File: src/rtl/pa_pkg.sv
package pa_pkg;

    localparam int PA_DATA_W   = 8;
    localparam int PA_PRESCALE = 64;

    localparam logic [1:0] PA_ADDR_CNT  = 2'd0;
    localparam logic [1:0] PA_ADDR_CTL  = 2'd1;
    localparam logic [1:0] PA_ADDR_FLAG = 2'd2;

    typedef enum logic {
        PA_EVENT = 1'b0,
        PA_GATED = 1'b1
    } pa_mode_e;

    typedef struct packed {
        logic     edge_ie;
        logic     ovf_ie;
        logic     pol;
        pa_mode_e mode;
        logic     en;
    } pa_ctl_t;

    typedef struct packed {
        logic edge_f;
        logic ovf_f;
    } pa_flags_t;

    localparam int PA_CTL_W  = $bits(pa_ctl_t);
    localparam int PA_FLAG_W = $bits(pa_flags_t);

    function automatic logic pa_pick_edge(input logic pol, input logic rise, input logic fall);
        return pol ? rise : fall;
    endfunction

endpackage

File: src/rtl/pa_sync.sv
module pa_sync (
    input  logic clk,
    input  logic rst,
    input  logic pin_i,
    output logic lvl_o,
    output logic rise_o,
    output logic fall_o
);
    logic s1_q, s2_q, s3_q;

    always_ff @(posedge clk) begin
        if (rst) begin
            s1_q <= 1'b0;
            s2_q <= 1'b0;
            s3_q <= 1'b0;
        end else begin
            s1_q <= pin_i;
            s2_q <= s1_q;
            s3_q <= s2_q;
        end
    end

    assign lvl_o  = s2_q;
    assign rise_o = s2_q & ~s3_q;
    assign fall_o = ~s2_q & s3_q;

    // a detected edge must reflect a pin change two cycles earlier
    p_rise_lag_r4: assert property (@(posedge clk) disable iff (rst)
        (rise_o && !$past(rst, 3)) |-> $past(pin_i, 2));

endmodule

File: src/rtl/pa_prescale.sv
module pa_prescale #(
    parameter int DIV = 64
) (
    input  logic clk,
    input  logic rst,
    output logic tick_o
);
    generate
        if (DIV > 1) begin : g_div
            localparam int DW = $clog2(DIV);
            localparam logic [DW-1:0] LAST = DW'(DIV - 1);
            logic [DW-1:0] div_q;

            always_ff @(posedge clk) begin
                if (rst || div_q == LAST) div_q <= '0;
                else                      div_q <= div_q + 1'b1;
            end

            assign tick_o = (div_q == LAST);

            // ticks are isolated, never on adjacent cycles
            p_tick_gap_r7: assert property (@(posedge clk) disable iff (rst)
                tick_o |=> !tick_o);
        end else begin : g_pass
            assign tick_o = 1'b1;
        end
    endgenerate

endmodule

File: src/rtl/pa_core.sv
module pa_core
    import pa_pkg::*;
#(
    parameter int CNT_W = 8
) (
    input  logic             clk,
    input  logic             rst,
    input  pa_ctl_t          ctl,
    input  logic             lvl,
    input  logic             rise,
    input  logic             fall,
    input  logic             tick,
    input  logic             cnt_we,
    input  logic [CNT_W-1:0] cnt_wdata,
    input  logic             clr_we,
    input  pa_flags_t        clr_bits,
    output logic [CNT_W-1:0] count_o,
    output pa_flags_t        flags_o
);
    localparam logic [CNT_W-1:0] CNT_MAX = '1;

    logic act_edge, gate_on, inc, bump, wrap, edge_evt;
    logic [CNT_W-1:0] count_q;
    pa_flags_t        flags_q;

    always_comb begin
        act_edge = pa_pick_edge(ctl.pol, rise, fall);
        gate_on  = ctl.pol ? ~lvl : lvl;
        inc      = ctl.en && ((ctl.mode == PA_GATED) ? (tick && gate_on) : act_edge);
        bump     = inc && !cnt_we;
        wrap     = bump && (count_q == CNT_MAX);
        edge_evt = ctl.en && act_edge;
    end

    always_ff @(posedge clk) begin
        if (rst) begin
            count_q <= '0;
            flags_q <= '0;
        end else begin
            if (cnt_we)    count_q <= cnt_wdata;
            else if (bump) count_q <= count_q + 1'b1;
            flags_q.ovf_f  <= wrap     | (flags_q.ovf_f  & ~(clr_we & clr_bits.ovf_f));
            flags_q.edge_f <= edge_evt | (flags_q.edge_f & ~(clr_we & clr_bits.edge_f));
        end
    end

    assign count_o = count_q;
    assign flags_o = flags_q;

    p_disabled_hold_r3: assert property (@(posedge clk) disable iff (rst)
        (!ctl.en && !cnt_we) |=> (count_q == $past(count_q)));

    p_step_one_r5: assert property (@(posedge clk) disable iff (rst)
        (inc && !cnt_we) |=> (count_q == CNT_W'($past(count_q) + 1'b1)));

    p_ovf_sets_r9: assert property (@(posedge clk) disable iff (rst)
        (inc && !cnt_we && count_q == CNT_MAX) |=> (flags_q.ovf_f && count_q == '0));

    p_clear_ovf_r11: assert property (@(posedge clk) disable iff (rst)
        (clr_we && clr_bits.ovf_f && !wrap) |=> !flags_q.ovf_f);

    p_wr_wins_r13: assert property (@(posedge clk) disable iff (rst)
        cnt_we |=> (count_q == $past(cnt_wdata)));

endmodule

File: src/rtl/pulse_acc.sv
module pulse_acc
    import pa_pkg::*;
#(
    parameter int CNT_W    = PA_DATA_W,
    parameter int PRESCALE = PA_PRESCALE
) (
    input  logic             clk,
    input  logic             rst,
    input  logic             pin_i,
    input  logic [1:0]       reg_addr,
    input  logic             reg_we,
    input  logic [CNT_W-1:0] reg_wdata,
    output logic [CNT_W-1:0] reg_rdata,
    output logic             irq_o
);
    localparam int CTL_PAD  = CNT_W - PA_CTL_W;
    localparam int FLAG_PAD = CNT_W - PA_FLAG_W;

    logic lvl, rise, fall, tick;
    logic cnt_we, ctl_we, clr_we;
    pa_ctl_t          ctl_q;
    pa_flags_t        flags;
    logic [CNT_W-1:0] count;

    assign cnt_we = reg_we && (reg_addr == PA_ADDR_CNT);
    assign ctl_we = reg_we && (reg_addr == PA_ADDR_CTL);
    assign clr_we = reg_we && (reg_addr == PA_ADDR_FLAG);

    always_ff @(posedge clk) begin
        if (rst)         ctl_q <= '0;
        else if (ctl_we) ctl_q <= pa_ctl_t'(reg_wdata[PA_CTL_W-1:0]);
    end

    pa_sync u_sync (
        .clk    (clk),
        .rst    (rst),
        .pin_i  (pin_i),
        .lvl_o  (lvl),
        .rise_o (rise),
        .fall_o (fall)
    );

    pa_prescale #(.DIV(PRESCALE)) u_pre (
        .clk    (clk),
        .rst    (rst),
        .tick_o (tick)
    );

    pa_core #(.CNT_W(CNT_W)) u_core (
        .clk       (clk),
        .rst       (rst),
        .ctl       (ctl_q),
        .lvl       (lvl),
        .rise      (rise),
        .fall      (fall),
        .tick      (tick),
        .cnt_we    (cnt_we),
        .cnt_wdata (reg_wdata),
        .clr_we    (clr_we),
        .clr_bits  (pa_flags_t'(reg_wdata[PA_FLAG_W-1:0])),
        .count_o   (count),
        .flags_o   (flags)
    );

    always_comb begin
        case (reg_addr)
            PA_ADDR_CNT:  reg_rdata = count;
            PA_ADDR_CTL:  reg_rdata = {{CTL_PAD{1'b0}}, ctl_q};
            PA_ADDR_FLAG: reg_rdata = {{FLAG_PAD{1'b0}}, flags};
            default:      reg_rdata = '0;
        endcase
    end

    assign irq_o = (flags.ovf_f & ctl_q.ovf_ie) | (flags.edge_f & ctl_q.edge_ie);

    p_ctl_readback_r2: assert property (@(posedge clk) disable iff (rst)
        ctl_we |=> (ctl_q == $past(reg_wdata[PA_CTL_W-1:0])));

    p_irq_needs_enable_r12: assert property (@(posedge clk) disable iff (rst)
        (ctl_q.ovf_ie == 1'b0 && ctl_q.edge_ie == 1'b0) |-> !irq_o);

endmodule

File: config.mk
export PLATFORM = sky130hd
export DESIGN_NAME = pulse_acc
export DESIGN_NICKNAME = d
export VERILOG_FILES = /design/src/rtl/pa_pkg.sv /design/src/rtl/pa_sync.sv /design/src/rtl/pa_prescale.sv /design/src/rtl/pa_core.sv /design/src/rtl/pulse_acc.sv
export SDC_FILE = /design/constraint.sdc
export NUM_CORES = 1
export LEC_CHECK = 0
export CORE_UTILIZATION = 30
export CTS_CLUSTER_DIAMETER = 120
export DETAILED_ROUTE_END_ITERATION = 12
export GPL_TIMING_DRIVEN = 0
export SYNTH_ARGS = -nofsm -noshare
export SYNTH_HDL_FRONTEND = slang
export SYNTH_SLANG_ARGS = --single-unit
File: constraint.sdc
create_clock -name clk -period 1.94 [get_ports clk]
set_clock_uncertainty 0.05 [all_clocks]
set_input_delay 0.388 -clock clk [delete_from_list [all_inputs] [get_ports clk]]
set_output_delay 0.388 -clock clk [all_outputs]
set_load 0.03 [all_outputs]
==> reports/qor.csv <==
stage,metric,value,unit
pwr,Peak VDD IR,227.0,uV
clock_network,CTS tree,yes,
clock_network,clk root buf,clkbuf_8,
sta,Rel. slew slack,70.12,%
final_layout,P&R area growth vs syn,30.93,%
final_layout,Ant. Diodes,0,
synth,"FFs w/ async S/R, synth",0,%
clock_network,Max H-tree Level,1,
job,max cap viols,0,
worst_setup_path,Worst Setup SP,ctl_q[4],
clock_network,clock buffer depth,2,
worst_setup_path,CP Launch Type,flop,
synth,Post-synth EDFFs,0,
route,via count,1043,
sta,Tightest Pin Transition,0.4481,ns
worst_setup_path,CP Capture Point,irq_o,
clock_network,hold buffer count at CTS,0,
grt,number of global-route vias before repair,957,
die,die extent in x,65.61,um
synth,Yosys cell types,35,
synth,ys flop type,dfxtp_1,
worst_setup_path,Worst EP required,1.50,ns
route,drt initial violations,48,
pwr,total leakage power,0.6304,nW
die,die height,65.61,um
synth,synth warn,0,
sta,unrepaired setup endpoints after global routing,no,
worst_setup_path,crit-path cells,"a22o_1, clkdlybuf4s50_1",
route,Post-Route WL,2.644,mm
die,row count,22,
final_layout,layout cell share with drive strength beyond 1,14.72,%
grt,initial antenna violation count,0,
clock_network,clock latency at the later pin of the worst-skew pair,0.27,ns
synth,top cell type's share of synthesized area,39.59,%
synth,Syn Inst Count,136,
clock_network,CTS Buf Count,3,
synth,Yosys top cell by area,dfxtp_1,
grt,largest net degree at the start of global routing,15,
sta,"Hold Vio Cnt, Final",0,
die,Initial Util,32.18,%
grt,gr ovfl total,0,
worst_setup_path,Worst R2R Start,u_pre.g_div.div_q[0],
sta,fmax,531.3,MHz
worst_setup_path,Worst path slowest cell,clkdlybuf4s50_1,
worst_setup_path,FF-to-FF End,u_core.flags_o[0],
worst_setup_path,cells on worst reg2reg path,6,
worst_setup_path,worst-path maximum fanout,3,
final_layout,Final #Nets,180,
placed_design,global placement routability congestion,0.8329,
synth,Synth Net Count,152,
synth,Avg Inst Size Synth,8.924,um^2
route,WL/cell,12.53,um
pwr,Tot Pwr,1.106,mW
pwr,Pwr per Cell Area,695.9,mW/mm^2
synth,Synth Register Bits,24,
status,outcome,finished clean,
synth,Synth area leaders,"dfxtp_1 (40%), mux2i_1 (9.1%), nor2_1 (6.5%)",
worst_setup_path,crit end category,output port,
worst_hold_path,Hold Crit Class,flop to flop,
worst_setup_path,Critical Path AT,1.44,ns
route,DRT antenna net count,0,
final_layout,"leading cell type in the layout, fill and taps excluded",dfxtp_1,
die,Core Box Area,0.003771,mm^2
placed_design,dpl cells,205,
sta,Period minus WS final,1.882,ns
clock_network,Clock transition at path regs,0.09,ns
sta,Max Slew Vio Count,0,
route,via/cell ratio,4.943,
route,TritonRoute pass-1 iters,4,
worst_setup_path,Worst R2R Setup Slack,0.09,ns
grt,first-pass GRT wire length,4.312,mm
die,io pins,23,
placed_design,Final HPWL DP,1.951,mm
route,Residual DRC,0,
clock_network,clk sinks,24,
sta,Tcrit/Tclk final,97.02,%
grt,Total GRT Usage,13.21,%
placed_design,# port buffers,21,
final_layout,Layout Cells excl Fill,211,
synth,synthesized area,0.001214,mm^2
die,DIE AREA,0.004304,mm^2
sta,final setup fails,0,
worst_setup_path,critical path class,flop to output port,
synth,register area share after synthesis,39.59,%
worst_setup_path,"slowest stage delay, CP",0.66,ns
final_layout,most frequent cells in the layout,"dfxtp_1 (22), nor2_1 (20), clkdlybuf4s50_1 (12), mux2i_1 (11), nand2_1 (9)",
through the flow:
stage | hold slack, ns | worst slack (ns) | cell area (um^2) | utilization (%) | TNS [ns]
2_1_floorplan | 0.3638 | 0.09096 | 1214 | - | 0
3_3_place_gp | 0.3755 | -0.5812 | 1484 | 39.35 | -4.986
3_5_place_dp | 0.3837 | -0.6289 | 1484 | 39.35 | -5.410
4_1_cts | 0.4048 | 0.02069 | 1567 | 41.54 | 0
5_1_grt | 0.4142 | 0.0003511 | 1589 | 42.14 | 0
6_report | 0.3983 | 0.05773 | 1589 | 42.14 | 0
state kept, by name, indices dropped and copies added, names as in the netlist:
register,flops
ctl_q,5
u_sync.lvl_o,1
u_core.flags_o,2
u_sync.s1_q,1
u_sync.s3_q,1
u_pre.g_div.div_q,6
u_core.count_o,8
worst min-delay path by stage:
stage | depth (start not counted) | from | slack, ns | endpoint
floorplan | 1 | u_sync.s1_q | 0.36 | u_sync.lvl_o
global placement | 1 | u_sync.s1_q | 0.38 | u_sync.lvl_o
global route | 1 | u_sync.s1_q | 0.41 | u_sync.lvl_o
finish | 1 | u_sync.s1_q | 0.40 | u_sync.lvl_o
detailed placement | 1 | u_sync.s1_q | 0.38 | u_sync.lvl_o
CTS | 1 | u_sync.s1_q | 0.40 | u_sync.lvl_o
critical path, delay by kind of cell (launching register included):
family                 cells  cell delay [ns]
buffers and inverters      1             0.66
flip-flops                 1             0.38
AO/OA/AOI/OAI              1             0.14
synthesized netlist by cell type (2+ instances only):
library cell and count:
a21oi_1 4, nand2b_1 2, ha_1 2, nand2_1 9
o2111ai_1 2, nor2b_1 5, xnor2_1 2, dfxtp_1 24
nor2_1 21, clkbuf_1 2, a211oi_1 6, nand3b_1 2
mux2i_1 11, xor2_1 8, nand3_1 7, inv_1 2
and2_1 3, o21ai_0 7
area by class of cell:
cell class                      instances  area (um^2)
Fill cell                             367         2182
Buffer                                  4        20.02
Tap cell                               48        60.06
Sequential cell                        24        483.0
Timing Repair Buffer                   23        209.0
Inverter                                2        7.507
Clock inverter                          1        30.03
Clock buffer                            3        41.29
Multi-Input combinational cell        106        738.2
cells by family after synthesis:
logic type	after synthesis	synth area share [%]
AND/OR/NAND/NOR	57	24.95
AO/OA/AOI/OAI	26	14.85
flip-flops	24	39.59
multiplexers	11	9.073
XOR/XNOR	10	7.217
buffers and inverters	6	2.268
adder cells (fa/ha/maj)	2	2.062
per-layer routing:
metal | up-vias | track usage, % | wire length (um) | share of wire, %
li1 | 534 | - | - | -
met3 | 5 | 2.083 | 96 | 3.6
met4 | 0 | 5.707 | 40 | 1.5
met2 | 21 | 21.26 | 1216 | 46
met1 | 483 | 17.28 | 1291 | 49
met5 | - | 0 | 0 | 0
what timing repair did:
action | 4_1_cts | 5_1_grt
pin swaps | 1 | 4
setup endpoints to repair | 9 | 10
cloned | 0 | 0
resized for setup | 18 | 13
setup buffers | 1 | 1
power breakdown:
part / switching, mW / leakage [nW] / internal (mW)
sequential: 0.0223 / 0.196 / 0.513
combinational: 0.0613 / 0.398 / 0.0627
clock: 0.170 / 0.0357 / 0.276
Note: power is estimated with default switching activity, not from simulation.
